`src/rtl/rxf_pkg.sv`:
```
package rxf_pkg;
   localparam int unsigned CFG_SEL_W = 3;

   localparam logic [CFG_SEL_W-1:0] SEL_STN_A   = 3'd0;
   localparam logic [CFG_SEL_W-1:0] SEL_STN_B   = 3'd1;
   localparam logic [CFG_SEL_W-1:0] SEL_REJECT  = 3'd2;
   localparam logic [CFG_SEL_W-1:0] SEL_FORCE   = 3'd3;
   localparam logic [CFG_SEL_W-1:0] SEL_MAXLEN  = 3'd4;

   typedef enum logic [1:0] {
      DST_NONE  = 2'd0,
      DST_UNI   = 2'd1,
      DST_MULTI = 2'd2,
      DST_BCAST = 2'd3
   } dst_class_e;
endpackage

```
`src/rtl/rxf_cfg_regs.sv`:
```
module rxf_cfg_regs
   import rxf_pkg::*;
#(
   parameter int unsigned WORD_W     = 32,
   parameter int unsigned LEN_W      = 16,
   parameter int unsigned BC_BIT     = 9,
   parameter int unsigned MC_BIT     = 8,
   parameter logic [LEN_W-1:0]  MAXLEN_RST = 16'h0600,
   parameter logic [WORD_W-1:0] FORCE_RST  = 32'h0003_FFFF,
   localparam int unsigned STN_W = WORD_W + 16
) (
   input  logic                 clk_i,
   input  logic                 rst_ni,
   input  logic                 we_i,
   input  logic [CFG_SEL_W-1:0] sel_i,
   input  logic [WORD_W-1:0]    wdata_i,
   output logic [STN_W-1:0]     station_o,
   output logic                 rej_bc_o,
   output logic                 rej_mc_o,
   output logic                 frc_bc_o,
   output logic                 frc_mc_o,
   output logic [LEN_W-1:0]     max_len_o
);
   generate
      if (WORD_W != 32) begin : g_bad_word
         $error("rxf_cfg_regs: WORD_W must be 32");
      end
      if (BC_BIT >= WORD_W || MC_BIT >= WORD_W || BC_BIT == MC_BIT) begin : g_bad_bits
         $error("rxf_cfg_regs: control bit positions invalid");
      end
      if (LEN_W > WORD_W) begin : g_bad_len
         $error("rxf_cfg_regs: LEN_W exceeds WORD_W");
      end
   endgenerate

   logic [WORD_W-1:0] stn_a_q, stn_b_q, rej_q, frc_q;
   logic [LEN_W-1:0]  max_len_q;

   always_ff @(posedge clk_i or negedge rst_ni) begin
      if (!rst_ni) begin
         stn_a_q   <= '0;
         stn_b_q   <= '0;
         rej_q     <= '0;
         frc_q     <= FORCE_RST;
         max_len_q <= MAXLEN_RST;
      end else if (we_i) begin
         unique case (sel_i)
            SEL_STN_A:  stn_a_q   <= wdata_i;
            SEL_STN_B:  stn_b_q   <= wdata_i;
            SEL_REJECT: rej_q     <= wdata_i;
            SEL_FORCE:  frc_q     <= wdata_i;
            SEL_MAXLEN: max_len_q <= wdata_i[LEN_W-1:0];
            default: ;
         endcase
      end
   end

   assign station_o = {stn_a_q, stn_b_q[WORD_W-1 -: 16]};
   assign rej_bc_o  = rej_q[BC_BIT];
   assign rej_mc_o  = rej_q[MC_BIT];
   assign frc_bc_o  = frc_q[BC_BIT];
   assign frc_mc_o  = frc_q[MC_BIT];
   assign max_len_o = max_len_q;

   // ceiling write keeps only the low length bits
   a_r9_maxlen_load: assert property (@(posedge clk_i) disable iff (!rst_ni)
      (we_i && sel_i == SEL_MAXLEN) |=> (max_len_o == $past(wdata_i[LEN_W-1:0])));
   // a write to another word leaves the ceiling alone
   a_r9_maxlen_hold: assert property (@(posedge clk_i) disable iff (!rst_ni)
      (!(we_i && sel_i == SEL_MAXLEN)) |=> $stable(max_len_o));
endmodule

```
`src/rtl/rxf_dest_scan.sv`:
```
module rxf_dest_scan
   import rxf_pkg::*;
#(
   parameter int unsigned OCT_W   = 8,
   parameter int unsigned N_OCT   = 6,
   localparam int unsigned STN_W  = OCT_W * N_OCT,
   localparam int unsigned CNT_W  = $clog2(N_OCT + 1)
) (
   input  logic             clk_i,
   input  logic             rst_ni,
   input  logic [STN_W-1:0] station_i,
   input  logic             oct_valid_i,
   input  logic [OCT_W-1:0] oct_data_i,
   input  logic             frame_done_i,
   output dst_class_e       dst_class_o,
   output logic             uc_hit_o
);
   generate
      if (N_OCT < 2) begin : g_bad_n
         $error("rxf_dest_scan: N_OCT must be at least 2");
      end
   endgenerate

   localparam logic [CNT_W-1:0] LAST = CNT_W'(N_OCT);

   // station octets in wire order, octet 0 being the most significant
   logic [OCT_W-1:0] stn_oct [N_OCT];
   genvar gi;
   generate
      for (gi = 0; gi < N_OCT; gi++) begin : g_oct
         assign stn_oct[gi] = station_i[STN_W-1-gi*OCT_W -: OCT_W];
      end
   endgenerate

   logic [CNT_W-1:0] cnt_q;
   logic             ones_q, match_q, group_q;
   logic             take;
   logic [OCT_W-1:0] exp_oct;

   assign take    = oct_valid_i && (cnt_q < LAST);
   assign exp_oct = (cnt_q < LAST) ? stn_oct[cnt_q[CNT_W-1:0]] : '0;

   always_ff @(posedge clk_i or negedge rst_ni) begin
      if (!rst_ni) begin
         cnt_q   <= '0;
         ones_q  <= 1'b1;
         match_q <= 1'b1;
         group_q <= 1'b0;
      end else if (frame_done_i) begin
         cnt_q   <= '0;
         ones_q  <= 1'b1;
         match_q <= 1'b1;
         group_q <= 1'b0;
      end else if (take) begin
         cnt_q   <= cnt_q + 1'b1;
         ones_q  <= ones_q  & (&oct_data_i);
         match_q <= match_q & (oct_data_i == exp_oct);
         if (cnt_q == '0) group_q <= oct_data_i[0];
      end
   end

   logic full;
   assign full = (cnt_q == LAST);

   always_comb begin
      if (!full)        dst_class_o = DST_NONE;
      else if (ones_q)  dst_class_o = DST_BCAST;
      else if (group_q) dst_class_o = DST_MULTI;
      else              dst_class_o = DST_UNI;
   end
   assign uc_hit_o = full && match_q;

   // the octet counter never runs past the address length
   a_r8_cnt_bound: assert property (@(posedge clk_i) disable iff (!rst_ni)
      cnt_q <= LAST);
   // a full counter does not move until the frame ends
   a_r8_cnt_hold: assert property (@(posedge clk_i) disable iff (!rst_ni)
      (full && !frame_done_i) |=> full);
endmodule

```
`src/rtl/rxf_decide.sv`:
```
module rxf_decide
   import rxf_pkg::*;
#(
   parameter int unsigned LEN_W = 16
) (
   input  logic             clk_i,
   input  logic             rst_ni,
   input  dst_class_e       dst_class_i,
   input  logic             uc_hit_i,
   input  logic             rej_bc_i,
   input  logic             rej_mc_i,
   input  logic             frc_bc_i,
   input  logic             frc_mc_i,
   input  logic [LEN_W-1:0] max_len_i,
   input  logic [LEN_W-1:0] frame_len_i,
   input  logic             frame_done_i,
   output logic             accept_o,
   output logic             drop_o
);
   logic len_ok, addr_ok, keep;

   assign len_ok = (frame_len_i <= max_len_i);

   always_comb begin
      unique case (dst_class_i)
         DST_BCAST: addr_ok = frc_bc_i | ~rej_bc_i;
         DST_MULTI: addr_ok = frc_mc_i | ~rej_mc_i;
         DST_UNI:   addr_ok = uc_hit_i;
         default:   addr_ok = 1'b0;
      endcase
   end

   assign keep = len_ok && addr_ok;

   always_ff @(posedge clk_i or negedge rst_ni) begin
      if (!rst_ni) begin
         accept_o <= 1'b0;
         drop_o   <= 1'b0;
      end else begin
         accept_o <= frame_done_i &  keep;
         drop_o   <= frame_done_i & ~keep;
      end
   end

   // never both outcomes at once
   a_r2_exclusive: assert property (@(posedge clk_i) disable iff (!rst_ni)
      $onehot0({accept_o, drop_o}));
   // an outcome only follows a done strobe
   a_r2_after_done: assert property (@(posedge clk_i) disable iff (!rst_ni)
      (accept_o || drop_o) |-> $past(frame_done_i));
   // every done strobe is answered next cycle
   a_r2_answered: assert property (@(posedge clk_i) disable iff (!rst_ni)
      frame_done_i |=> (accept_o || drop_o));
   // an over-long frame is always dropped
   a_r3_oversize: assert property (@(posedge clk_i) disable iff (!rst_ni)
      (frame_done_i && frame_len_i > max_len_i) |=> drop_o);
   // an incomplete destination is always dropped
   a_r8_short: assert property (@(posedge clk_i) disable iff (!rst_ni)
      (frame_done_i && dst_class_i == DST_NONE) |=> drop_o);
endmodule

```
`src/rtl/rxf_addr_filter.sv`:
```
module rxf_addr_filter
   import rxf_pkg::*;
#(
   parameter int unsigned OCT_W      = 8,
   parameter int unsigned LEN_W      = 16,
   parameter int unsigned BC_BIT     = 9,
   parameter int unsigned MC_BIT     = 8,
   parameter logic [15:0] MAXLEN_RST = 16'h0600,
   parameter logic [31:0] FORCE_RST  = 32'h0003_FFFF
) (
   input  logic                 clk_i,
   input  logic                 rst_ni,
   input  logic                 cfg_we_i,
   input  logic [CFG_SEL_W-1:0] cfg_sel_i,
   input  logic [31:0]          cfg_wdata_i,
   input  logic                 oct_valid_i,
   input  logic [OCT_W-1:0]     oct_data_i,
   input  logic [LEN_W-1:0]     frame_len_i,
   input  logic                 frame_done_i,
   output logic                 accept_o,
   output logic                 drop_o
);
   localparam int unsigned N_OCT = 6;
   localparam int unsigned STN_W = OCT_W * N_OCT;

   generate
      if (OCT_W != 8) begin : g_bad_oct
         $error("rxf_addr_filter: OCT_W must be 8");
      end
      if (LEN_W != 16) begin : g_bad_len
         $error("rxf_addr_filter: LEN_W must be 16");
      end
   endgenerate

   logic [STN_W-1:0] station;
   logic             rej_bc, rej_mc, frc_bc, frc_mc;
   logic [LEN_W-1:0] max_len;
   dst_class_e       dst_class;
   logic             uc_hit;

   rxf_cfg_regs #(
      .WORD_W     (32),
      .LEN_W      (LEN_W),
      .BC_BIT     (BC_BIT),
      .MC_BIT     (MC_BIT),
      .MAXLEN_RST (MAXLEN_RST[LEN_W-1:0]),
      .FORCE_RST  (FORCE_RST)
   ) u_cfg (
      .clk_i     (clk_i),
      .rst_ni    (rst_ni),
      .we_i      (cfg_we_i),
      .sel_i     (cfg_sel_i),
      .wdata_i   (cfg_wdata_i),
      .station_o (station),
      .rej_bc_o  (rej_bc),
      .rej_mc_o  (rej_mc),
      .frc_bc_o  (frc_bc),
      .frc_mc_o  (frc_mc),
      .max_len_o (max_len)
   );

   rxf_dest_scan #(
      .OCT_W (OCT_W),
      .N_OCT (N_OCT)
   ) u_scan (
      .clk_i        (clk_i),
      .rst_ni       (rst_ni),
      .station_i    (station),
      .oct_valid_i  (oct_valid_i),
      .oct_data_i   (oct_data_i),
      .frame_done_i (frame_done_i),
      .dst_class_o  (dst_class),
      .uc_hit_o     (uc_hit)
   );

   rxf_decide #(
      .LEN_W (LEN_W)
   ) u_dec (
      .clk_i        (clk_i),
      .rst_ni       (rst_ni),
      .dst_class_i  (dst_class),
      .uc_hit_i     (uc_hit),
      .rej_bc_i     (rej_bc),
      .rej_mc_i     (rej_mc),
      .frc_bc_i     (frc_bc),
      .frc_mc_i     (frc_mc),
      .max_len_i    (max_len),
      .frame_len_i  (frame_len_i),
      .frame_done_i (frame_done_i),
      .accept_o     (accept_o),
      .drop_o       (drop_o)
   );
endmodule

```
`config.mk`:
```
export PLATFORM = sky130hd
export DESIGN_NAME = rxf_addr_filter
export DESIGN_NICKNAME = d
export VERILOG_FILES = /design/src/rtl/rxf_pkg.sv /design/src/rtl/rxf_cfg_regs.sv /design/src/rtl/rxf_dest_scan.sv /design/src/rtl/rxf_decide.sv /design/src/rtl/rxf_addr_filter.sv
export SDC_FILE = /design/constraint.sdc
export NUM_CORES = 1
export LEC_CHECK = 0
export BUFFER_PORTS_ARGS = -buffer_cell sky130_fd_sc_hd__buf_2
export CELL_PAD_IN_SITES_DETAIL_PLACEMENT = 2
export CELL_PAD_IN_SITES_GLOBAL_PLACEMENT = 2
export CORE_ASPECT_RATIO = 0.8
export CORE_UTILIZATION = 30
export CTS_BUF_LIST = sky130_fd_sc_hd__clkbuf_4
export DETAILED_ROUTE_END_ITERATION = 12
export HOLD_SLACK_MARGIN = 0.05
export PLACE_DENSITY = 0.7
export SLEW_MARGIN = 20
export SYNTH_ARGS = -nofsm -noshare
export SYNTH_HDL_FRONTEND = slang
export SYNTH_HIERARCHICAL = 1
export SYNTH_SLANG_ARGS = --single-unit
```
`constraint.sdc`:
```
create_clock -name clk_i -period 3.5 [get_ports clk_i]
set_input_delay 0.35 -clock clk_i [delete_from_list [all_inputs] [get_ports clk_i]]
set_output_delay 0.35 -clock clk_i [all_outputs]
set_load 0.05 [all_outputs]
```
# Word level (Yosys, flattened, before mapping)
# Index checks and enable logic that the tools add are counted.
# Widths: inputs -> output; s select.
[totals]
word_cells = 65
regBits = 108
input_bits = 64
out_inout_bits = 2
[classes]
n_eq_ne = 9
n_addsub = 1
mux = 17
magnitude_cmp = 3
bitwise_logic = 10
n_reduce_logical = 14
[op_table]
columns = ["cell", "count"]
rows = [
  ["$bmux 8 s3", 1],
  ["$mux 8", 3],
  ["$le 16x16->1", 1],
  ["$reduce_and 2->1", 6],
  ["$eq 8x8->1", 1],
  ["$reduce_and 8->1", 1],
  ["$mux 1", 7],
  ["$eq 3x2->1 const B", 2],
  ["$eq 3x3->1 const B", 2],
  ["$logic_not 3->1", 2],
  ["$mux 2", 3],
  ["$mux 3", 2],
  ["$and 1x1->1", 4],
  ["$eq 2x2->1 const B", 2],
  ["$ge 4x4->1 const B", 1],
  ["$not 3->4", 1],
  ["$reduce_bool 2->1", 2],
  ["$add 3x1->3 const B", 1],
  ["$eq 3x1->1 const B", 1],
  ["$logic_and 1x1->1", 3],
  ["$lt 3x3->1 const B", 1],
  ["$not 1->1", 3],
  ["$pmux 1 s3", 1],
  ["$eq 2x1->1 const B", 1],
  ["$or 1x1->1", 2],
]

# Logic depth before layout (Yosys ltp)
# Gate-level depths: netlist of the first run.
[logic_depth]
depth_word = 9
depth_mapped = 11
depth_no_buf = 8

# Cells and area by module
# The synthesis of the first run kept the hierarchy.
[by_module_without_submodules]
columns = ["mod", "seq_area_each_um2", "area_per_inst_um2", "instances", "cells_each"]
rows = [
  ["rxf_cfg_regs", 1706.6, 2606.2, 1, 148],
  ["rxf_dest_scan", 152.6, 1026.0, 1, 125],
  ["rxf_decide", 50.0, 551.8, 1, 70],
]

# Least setup slack after synthesis of the first run
# No wires, ideal clock.
[synth_timing]
path_kind = "reg-to-reg"
startpoint = "register u_scan.cnt_q[0]"
endpoint = "register u_scan.match_q"
path_stages_with_launch = 10
t_arrival_ns = 1.874
slack_ns = 1.548
n_path_buf = 3
required_ns = 3.423
synth_period_minus_slack_ns = 1.952
setup_time_ns = 0.077
cell_sequence = "dfrtp_1 buf_6 buf_12 buf_12 mux2i_1 xnor2_1 o22ai_1 o22ai_1 or4_1 a31oi_1"
[synth_via]
elab_chain_len = 9
word_cells_on_any_way = 12
cone_classes = "order compare (1); eq/ne (1); mux (6); bitwise (2); reduce/logical (2)"
[synth_lines]
columns = ["element", "line", "text"]
rows = [
  ["start, declared", "rxf_dest_scan.sv:35", "logic [CNT_W-1:0] cnt_q;"],
  ["start signal, assigned", "rxf_dest_scan.sv:55", "cnt_q <= cnt_q + 1'b1;"],
  ["$not 3->4 (implied by the code)", "rxf_dest_scan.sv:41", "assign exp_oct = (cnt_q < LAST) ? stn_oct[cnt_q[CNT_W-1:0]] : '0;"],
  ["$bmux 8 s3", "rxf_dest_scan.sv:41", ""],
  ["$mux 8 (implied by the code) (2 in a row)", "rxf_dest_scan.sv:41", ""],
  ["$mux 8", "rxf_dest_scan.sv:41", ""],
  ["$eq 8x8->1", "rxf_dest_scan.sv:57", "match_q <= match_q & (oct_data_i == exp_oct);"],
  ["$and 1x1->1", "rxf_dest_scan.sv:57", ""],
  ["$mux 1", "rxf_dest_scan.sv:54", "end else if (take) begin"],
  ["$mux 1", "rxf_dest_scan.sv:49", "end else if (frame_done_i) begin"],
  ["end signal, assigned", "rxf_dest_scan.sv:57", ""],
  ["end, declared", "rxf_dest_scan.sv:36", "logic ones_q, match_q, group_q;"],
]
# Several ways; a longest one is shown, not always the timed one. The select of a mux whose other input is x is not followed.
# A chain may end at the register's enable or synchronous reset.

# Final worst setup path of the first run
[layout_timing]
startpoint = "register u_scan.cnt_q[1]"
endpoint = "register u_scan.match_q"
# Same word-level chain as after synthesis.

==> results of run 1 <==
## logic make-up (layout without fill, tap and decap cells)
group / after synthesis / count (layout) / synth area share [%]
DFF: 76 / 76 / 45.6
AOI/OAI and AO/OA: 44 / 44 / 6.10
muxes: 93 / 93 / 24.3
and+or+nand+nor: 57 / 57 / 9.39
adders and majority gates: 19 / 19 / 5.68
buffers and inverters: 37 / 111 / 5.35
xor gates and xnor gates: 17 / 17 / 3.56
other: 0 / 1 / 0
## cell usage after synthesis, types with 2 or more instances
cell type                  instances
sky130_fd_sc_hd__nor2_1            9
sky130_fd_sc_hd__dfstp_2           6
sky130_fd_sc_hd__and3_1            9
sky130_fd_sc_hd__a31oi_1           2
sky130_fd_sc_hd__nand2_1           8
sky130_fd_sc_hd__nor4bb_1          2
sky130_fd_sc_hd__o21ai_0          15
sky130_fd_sc_hd__xnor2_1          17
sky130_fd_sc_hd__inv_1            22
sky130_fd_sc_hd__mux2i_1          25
sky130_fd_sc_hd__buf_6             6
sky130_fd_sc_hd__mux2_2           64
sky130_fd_sc_hd__buf_2             2
sky130_fd_sc_hd__mux2_1            4
sky130_fd_sc_hd__o22ai_1          12
sky130_fd_sc_hd__a21oi_1           9
sky130_fd_sc_hd__nand4_1           3
sky130_fd_sc_hd__clkbuf_1          3
sky130_fd_sc_hd__or3_1             8
sky130_fd_sc_hd__dfrtp_1          70
sky130_fd_sc_hd__ha_1             19
sky130_fd_sc_hd__buf_12            2
sky130_fd_sc_hd__nor3_1            3
## per-stage QoR
step           util [%]  instances  setup slack [ns]  hold WS (ns)  power, W
2_1_floorplan         -        343              1.55        0.0544   0.00162
3_3_place_gp       34.3        579              1.44         0.460   0.00179
3_5_place_dp       34.3        579              1.28         0.476   0.00184
4_1_cts            35.8        596              1.29         0.117   0.00255
5_1_grt            35.9        598              1.10         0.104   0.00267
6_report           35.9        598              1.25         0.149   0.00250
## power by group through the flow
stage | logic [W] | clock network, W | registers, W
final | 0.000644 | 0.000687 | 0.00117
after global routing | 0.000722 | 0.000753 | 0.00119
after CTS | 0.000656 | 0.000718 | 0.00117
after detailed placement | 0.000650 | 0 | 0.00119
after global placement | 0.000617 | 0 | 0.00117
after floorplan | 0.000470 | 0 | 0.00115
## state kept, by name (all words and copies together) (netlist names), 2 cells and up
name	count
u_cfg/stn_b_q	16
u_cfg/rej_q	2
u_cfg/max_len_o	16
u_scan/cnt_q	3
u_cfg/stn_a_q	32
u_cfg/frc_q	2
## worst min path at each step
stage,cells after the start,to,from,slack [ns]
global placement,2,u_scan/ones_q$_DFFE_PN1P_,u_scan/ones_q$_DFFE_PN1P_,0.46
floorplan,0,u_cfg/max_len_o[0]$_DFFE_PN0P_,rst_ni,0.05
finish,2,u_cfg/stn_a_q[15]$_DFFE_PN0P_,cfg_wdata_i[15],0.15
CTS,2,u_cfg/stn_b_q[26]$_DFFE_PN0P_,cfg_wdata_i[26],0.12
detailed placement,2,u_scan/ones_q$_DFFE_PN1P_,u_scan/ones_q$_DFFE_PN1P_,0.48
global route,2,u_cfg/stn_b_q[30]$_DFFE_PN0P_,cfg_wdata_i[30],0.10
## worst max-delay path: stages, from the launching register on
cell and delay (ns):
sky130_fd_sc_hd__dfrtp_1 0.63, sky130_fd_sc_hd__or2_2 0.48, sky130_fd_sc_hd__o22ai_1 0.22, sky130_fd_sc_hd__o22ai_1 0.11, sky130_fd_sc_hd__or4_1 0.55, sky130_fd_sc_hd__a31oi_1 0.18
## cell usage in the layout (no fill, tap or decap), types with 2 or more instances in the layout
cell type	n
sky130_fd_sc_hd__or3_1	8
sky130_fd_sc_hd__ha_1	19
sky130_fd_sc_hd__mux2i_1	25
sky130_fd_sc_hd__dfrtp_1	70
sky130_fd_sc_hd__nand2_1	8
sky130_fd_sc_hd__mux2_2	64
sky130_fd_sc_hd__bufinv_16	3
sky130_fd_sc_hd__xnor2_1	17
sky130_fd_sc_hd__nor2_1	9
sky130_fd_sc_hd__a31oi_1	2
sky130_fd_sc_hd__o22ai_1	12
sky130_fd_sc_hd__nor4bb_4	2
sky130_fd_sc_hd__and3_1	9
sky130_fd_sc_hd__buf_4	6
sky130_fd_sc_hd__a21oi_1	9
sky130_fd_sc_hd__nor3_1	3
sky130_fd_sc_hd__dfstp_2	6
sky130_fd_sc_hd__mux2_1	4
sky130_fd_sc_hd__buf_2	65
sky130_fd_sc_hd__clkbuf_4	10
sky130_fd_sc_hd__o21ai_0	15
sky130_fd_sc_hd__inv_1	22
sky130_fd_sc_hd__nand4_1	3
## per-layer routing
| layer | track usage, % | vias to the layer above | share of wire (%) |
|---|---|---|---|
| met1 | 20.3 | 1482 | 47 |
| met5 | 0 | - | 0 |
| li1 | - | 1365 | - |
| met3 | 4.76 | 6 | 4.0 |
| met4 | 2.89 | 0 | 0.41 |
| met2 | 27.4 | 56 | 49 |
## area by class of cell
type                    instances  area (sq um)  area share, %
flip-flops and latches         76          1910           39.1
diodes                          1          2.50         0.0513
clock inverters                 6           111           2.28
clock buffers                  10          75.1           1.54
inverters                      22          82.6           1.69
repair buffers                 73           394           8.07
well taps                     180           225           4.61
multi-input cells             230          2080           42.6
==> results.md, run 1 <==
- Across every metal layer, demand over resource in global routing totals 16.1%.
- For the worst flop-to-flop path, the logic depth is 5.
- The most used flip-flop cell after synthesis is sky130_fd_sc_hd__dfrtp_1.
- The total cell area at the placement stage is roughly 4700 sq um.
- The number of setup violations in the final report is 0.
- Sequential elements use 45.6% of the synthesized area.
- The synthesized flop and latch total is 76.
- The timing-limited maximum frequency is 444 MHz.
- By startpoint and endpoint, the worst setup path is classified as reg2reg.
- The final total negative setup slack is 0 ns.
- The floorplan core area is 13600 sq um.
- The internal power of the cells totals 0.00176 W.
- In the routed layout, each cell is associated on average with a via count of roughly 4.9.
- The clock latency reported for the late side of the worst-skew pair is 0.44 ns.
- The number of endpoints with negative hold slack in the final report is 0.
- The number of warnings reported in the yosys synthesis log is 6.
- The unique cell type count in the Yosys netlist is 46.
- The endpoint identified for the worst register-to-register timing path is u_scan/match_q$_DFFE_PN1P_.
- The number of buffer cells added on primary ports is 65.
- In this run the worst setup path begins at u_scan/cnt_q[1]$_DFFE_PN0P_.
- The total global routing overflow is 0.
- The final count of pins violating max slew is 0.
- Across the VDD grid, the largest voltage drop is 0.000227 V.
- TritonCTS built the clock tree.
- For this configuration, the core starts out at a cell density of 30.8%.
- The flow ran to the end, and the final reports show no timing, DRC or antenna violations.
- In the synthesized netlist, the number of instances is 343.
- The full die area is roughly 14000 sq um.
- The CTS clock-pin slew for the worst setup and hold paths is 0.12 ns.
- The combinational share of power is roughly a quarter.
- The via total after detailed routing is 2909.
- Clock skew on the completed layout was measured at 0.0187 ns.
- The HPWL after detailed placement is about 8300 um.
- The path category of the worst min-delay check is in2reg.
- In this run the cell area of the synthesized design comes to 4180 sq um.
- No sink is reached through more buffers than the 2 on the longest clock path.
- Entering global routing, the biggest net connects 41 pins.
- The type of element capturing the critical path is a register.
- Setup repair after global routing left no endpoint under its margin.
- For this block, the initial DRC count from the detailed router was 83.
- The leakage dissipation is 2.20 nW.
- The required time of the critical path is about 3.9 ns.
- The share of cells above drive strength 1 is between 40% and 50%.
- The post-synth net total is between 400 and 500.
- The number of flops mapped to enable cells by yosys is 0.
- Summed over all layers, the routed wires come to around 11000 um.
- The share of total power consumed by net switching is between 20% and 30%.
- A synthesized cell averages between 10 and 15 sq um.
- Headroom to the max-slew limit came out at 38.0%.
- The area growth from synthesis to layout is 16.7%.
- The number of resized instances in the post-cts repair step is 0.
- The number of global-route vias before repair was 3362.
- Setup slack on the worst reg-to-reg path comes out at 1.25 ns.
- The largest area contributor in the synthesized netlist is sky130_fd_sc_hd__dfrtp_1.
- In the routed design, unresolved DRC markers number 0.
- After clock tree synthesis, the flow added hold-fix buffers numbering 1.
- The remaining antenna violation count is 0.
- The worst path in the final design needs a cycle of 2.25 ns, including I/O delays and setup.
- The routed wire length per instance is roughly 18 um.
- In this run the worst setup path terminates at u_scan/match_q$_DFFE_PN1P_.
- The largest driver fanout on the critical path is 23.
- The root buffer cell is sky130_fd_sc_hd__clkbuf_4.
- The number of max-cap violations is 0.
- The post-layout instance area is 4880 sq um.
- The placer congestion estimate is 0.790.
- The synthesized design devotes to its leading area cell type 41.9% of total area.
- In the synthesized netlist the async set-or-reset flop fraction comes to 100%.
- The floorplan has 38 rows.
- The critical path launch point type is a register.
- The number of sinks handled by clock tree synthesis is 76.
- The power density relative to cell area is 512 nW/um^2.
- Sequential cells account for a little under half of the total power.
- The global-route wire length before repair is roughly 18000 um.
- The die span in y is between 100 and 150 um.
- Measured along the x axis, the die boundary spans 134 um.
- The number of nets at the end of the flow is 495.
- Fill cells in the final layout number about 1500.
- The number of search-and-repair iterations in the first detailed-routing pass is 4.
- In this run the power spent charging and discharging nets is 0.000735 W.
- The number of clock buffers added by TritonCTS is 9.
- The count of H-tree levels built during CTS is 3.
- The transition time of the tightest slew-check pin is 0.931 ns.
- The arrival time reported for the critical path endpoint is between 2 and 3 ns.
- The launch point of the worst reg-to-reg path is u_scan/cnt_q[1]$_DFFE_PN0P_.
- The post-route clock period utilization is 64.3%.
- The initial antenna violation count was 1.
- In the post-synthesis netlist, the biggest area contributors are sky130_fd_sc_hd__dfrtp_1 42%, sky130_fd_sc_hd__mux2_2 17%, sky130_fd_sc_hd__mux2i_1 6.0%.
- The number of buffers inserted by post-CTS setup repair is 0.
- The clock network burns 27.5% of the power.
- During I/O placement, the number of pins put on the boundary was 66.
Note: power is estimated with default switching activity, not from simulation.
==> inputs of run 2 (changes only) <==
==> constraint.sdc (replaced) <==
create_clock -name clk_i -period 2.2 [get_ports clk_i]
set_input_delay 0.22 -clock clk_i [delete_from_list [all_inputs] [get_ports clk_i]]
set_output_delay 0.22 -clock clk_i [all_outputs]
set_load 0.05 [all_outputs]
==> results.md, run 2 (same netlist as run 1, synthesis figures left out) <==
- The path category of the worst min-delay check is in2reg.
- The timing startpoint of the critical path is u_scan/cnt_q[0]$_DFFE_PN0P_.
- By instance count, the cell type seen most on the critical path is sky130_fd_sc_hd__o22ai_1.
- The count of non-filler cells in the finished layout is 633 (+5.9%).
- Clock tree synthesis selected as its root buffer the cell sky130_fd_sc_hd__clkbuf_4.
- The clock tree buffer depth is 2 (unchanged).
- The number of rows created at floorplan came to 38 (unchanged).
- The placer congestion estimate is 0.777 (-1.6%).
- The number of max-cap violations came to 0 (unchanged).
- The share of cells above drive strength 1 is 38.1% (-2.0 points).
- In the layout the commonest cells are 69 x sky130_fd_sc_hd__dfrtp_1, 65 x sky130_fd_sc_hd__buf_2, 64 x sky130_fd_sc_hd__mux2_2.
- The number of buffers inserted by post-CTS setup repair came to 0 (unchanged).
- The number of vias per cell is 4.83 (-0.79%).
- TritonCTS built the clock tree.
- The CTS clock-pin slew for the worst setup and hold paths is 0.12 ns (about the same).
- The effective utilization at floorplan was 30.8% (unchanged).
- The routed wire length per instance is 17.4 um (-1.9%).
- The count of H-tree levels built during CTS is 3 (unchanged).
- The worst setup path is of the reg2reg kind.
- The timing-limited maximum frequency was 488 MHz (+9.8%).
- The post-route clock skew is 0.00708 ns (-0.0117 ns).
- The post-route clock period utilization is 93.2% (+29 points).
- The maximum number of pins on one net before global-route repair is 77 (+88%).
- The worst slack at placement is 0.122 ns (-1.16 ns).
- The number of buffer cells added on primary ports came to 65 (unchanged).
- The launch point of the worst reg-to-reg path is u_scan/cnt_q[0]$_DFFE_PN0P_.
- The worst ir drop on vdd came to 0.000287 V (+26%).
- The largest driver fanout on the critical path is 11 (-52%).
- The net switching power figure is 0.00116 W (+58%).
- The detailed-route DRC error count is 0 (unchanged).
- The final total negative setup slack is 0 ns (unchanged).
- The global-route wire length before repair is 17900 um (+1.8%).
- The relative slew slack came to 68.7% (+31 points).
- The post-layout worst setup margin was 0.150 ns (-1.10 ns).
- The number of setup violations in the final report is 0 (unchanged).
- The number of top-level pins was 66 (unchanged).
- The post-layout minimum cycle time was 2.05 ns (-0.200 ns).
- The worst setup path is launched from a register.
- The floorplan core area came to 13600 sq um (unchanged).
- The post-layout instance area is 5180 sq um (+6.2%).
- The startpoint identified for the worst hold timing path is frame_done_i.
- The most frequent standard cell in the layout excluding fill and tap cells is sky130_fd_sc_hd__dfrtp_1.
- The critical path goes through buf_12, mux2i_1, buf_4, xnor2_1, o22ai_1, o22ai_1, or4_1, a31oi_1.
- The share of total power consumed by net switching was 31.5% (+2.1 points).
- The number of CTS-inserted buffers is 9 (unchanged).
- The run finished with clean final reports.
- STA classifies the critical path endpoint as a register.
- The combinational share of power is 29.9% (+4.1 points).
- The transition time of the tightest slew-check pin is 0.470 ns (-0.461 ns).
- The signed area change from the synthesized netlist to the final layout is 23.8%.
- The final count of pins violating max slew was 0 (unchanged).
- The power density relative to cell area is 710 nW/um^2 (+39%).
- The overall track demand over capacity in global routing is 16.5% (+0.39 points).
- The clock latency reported for the late side of the worst-skew pair is 0.42 ns (-0.02 ns).
- The via total after detailed routing was 3055 (+5.0%).
- The die boundary width came to 134 um (unchanged).
- The full die area is 14400 sq um (unchanged).
- The number of flip-flops under the largest register name is 32 (unchanged).
- The cell count after placement came to 584 (+0.86%).
- The initial antenna violation count came to 1 (unchanged).
- The number of search-and-repair iterations in the first detailed-routing pass is 4 (unchanged).
- The number of nets at the end of the flow came to 530 (+7.1%).
- The total cell area at the placement stage came to 4730 sq um (+1.3%).
- For this design, the slowest cell found on the critical path is sky130_fd_sc_hd__or4_1.
- The number of global-route vias before repair is 3372 (+0.30%).
- The die span in y came to 108 um (unchanged).
- The sequential cell fraction of total power is 51.0% (+4.3 points).
- The required time of the critical path is 2.55 ns (-1.32 ns).
- The biggest cell delay along the critical path was 0.48 ns (-0.15 ns).
- The leakage dissipation is 2.32 nW (+5.5%).
- The number of sinks handled by clock tree synthesis is 76 (unchanged).
- The sum of net half-perimeters after detailed placement is 8330 um (+0.63%).
- Ranked by flip-flop count, first place goes to u_cfg/stn_a_q.
- The number of endpoints with negative hold slack in the final report was 0 (unchanged).
- The remaining antenna violation count is 0 (unchanged).
- Setup repair after global routing left no endpoint under its margin.
- The cell-internal power is 0.00252 W (+43%).
- The total global routing overflow is 0 (unchanged).
- The arrival time reported for the critical path endpoint came to 2.40 ns (-0.22 ns).
- The final routed wirelength across all metal layers is 11000 um (+3.9%).
- The first-iteration detailed-routing DRC count is 68 (-18%).
- The relative contribution of the clock network to total power is 19.1% (-8.4 points).
run 2: critical path, delay by kind of cell (launching register included):
| kind | cells | cell delay (ns) |
|---|---|---|
| compound gates | 3 | 0.43 |
| xor+xnor | 1 | 0.06 |
| buf+inv | 2 | 0.32 |
| flops | 1 | 0.43 |
| mux | 1 | 0.26 |
| simple gates | 1 | 0.48 |
run 2: what timing repair did:
item | 4_1_cts | 5_1_grt
resized for setup | 0 | 6
endpoints found under the setup margin | 0 | 1
endpoints found under the hold margin | 128 | 2
hold buffers | 31 | 1
run 2: metal layers:
| layer | wire length [um] | GRT usage [%] | vias to the layer above |
|---|---|---|---|
| met4 | 136 | 4.49 | 0 |
| met2 | 5430 | 28.7 | 52 |
| met1 | 5090 | 20.5 | 1544 |
| li1 | - | - | 1447 |
| met5 | 0 | 0 | - |
| met3 | 355 | 3.67 | 12 |
run 2: cell type report:
class,instances,area [sq um]
inverter,22,82.6
antenna,1,2.50
tap,180,225
clock inverter,6,32.5
fill,1481,8420
clock buffer,10,75.1
sequential,76,1910
multi-input combinational,230,2090
timing repair buffer,108,761
run 2: metrics by stage:
| stage | power [W] | utilization, % | hold slack [ns] |
|---|---|---|---|
| finish | 0.00368 | 38.1 | 0.0973 |
| global route | 0.00393 | 38.1 | 0.0711 |
| CTS | 0.00372 | 37.9 | 0.0571 |
| detailed placement | 0.00296 | 34.8 | 0.292 |
| global placement | 0.00287 | 34.8 | 0.284 |
| floorplan | 0.00257 | - | -0.0756 |
run 2: worst paths after layout:
path / endpoint / slack (ns) / depth (start not counted)
max in group asynchronous: u_scan/cnt_q[0]$_DFFE_PN0P_ / 1.48 / 3
min in group asynchronous: u_cfg/stn_a_q[30]$_DFFE_PN0P_ / 0.33 / 3
worst max register to register: u_scan/match_q$_DFFE_PN1P_ / 0.15 / 8
worst min register to register: u_scan/ones_q$_DFFE_PN1P_ / 0.51 / 2
worst max-delay path: u_scan/match_q$_DFFE_PN1P_ / 0.15 / 8
worst min-delay path: u_scan/cnt_q[1]$_DFFE_PN0P_ / 0.1 / 2
run 2: power by group through the flow:
| stage | logic [W] | registers [W] | clock network [W] |
|---|---|---|---|
| after floorplan | 0.000747 | 0.00182 | 0 |
| after global placement | 0.000984 | 0.00189 | 0 |
| after detailed placement | 0.00105 | 0.00190 | 0 |
| after CTS | 0.00111 | 0.00188 | 0.000743 |
| after global routing | 0.00122 | 0.00191 | 0.000799 |
| final | 0.00110 | 0.00188 | 0.000701 |
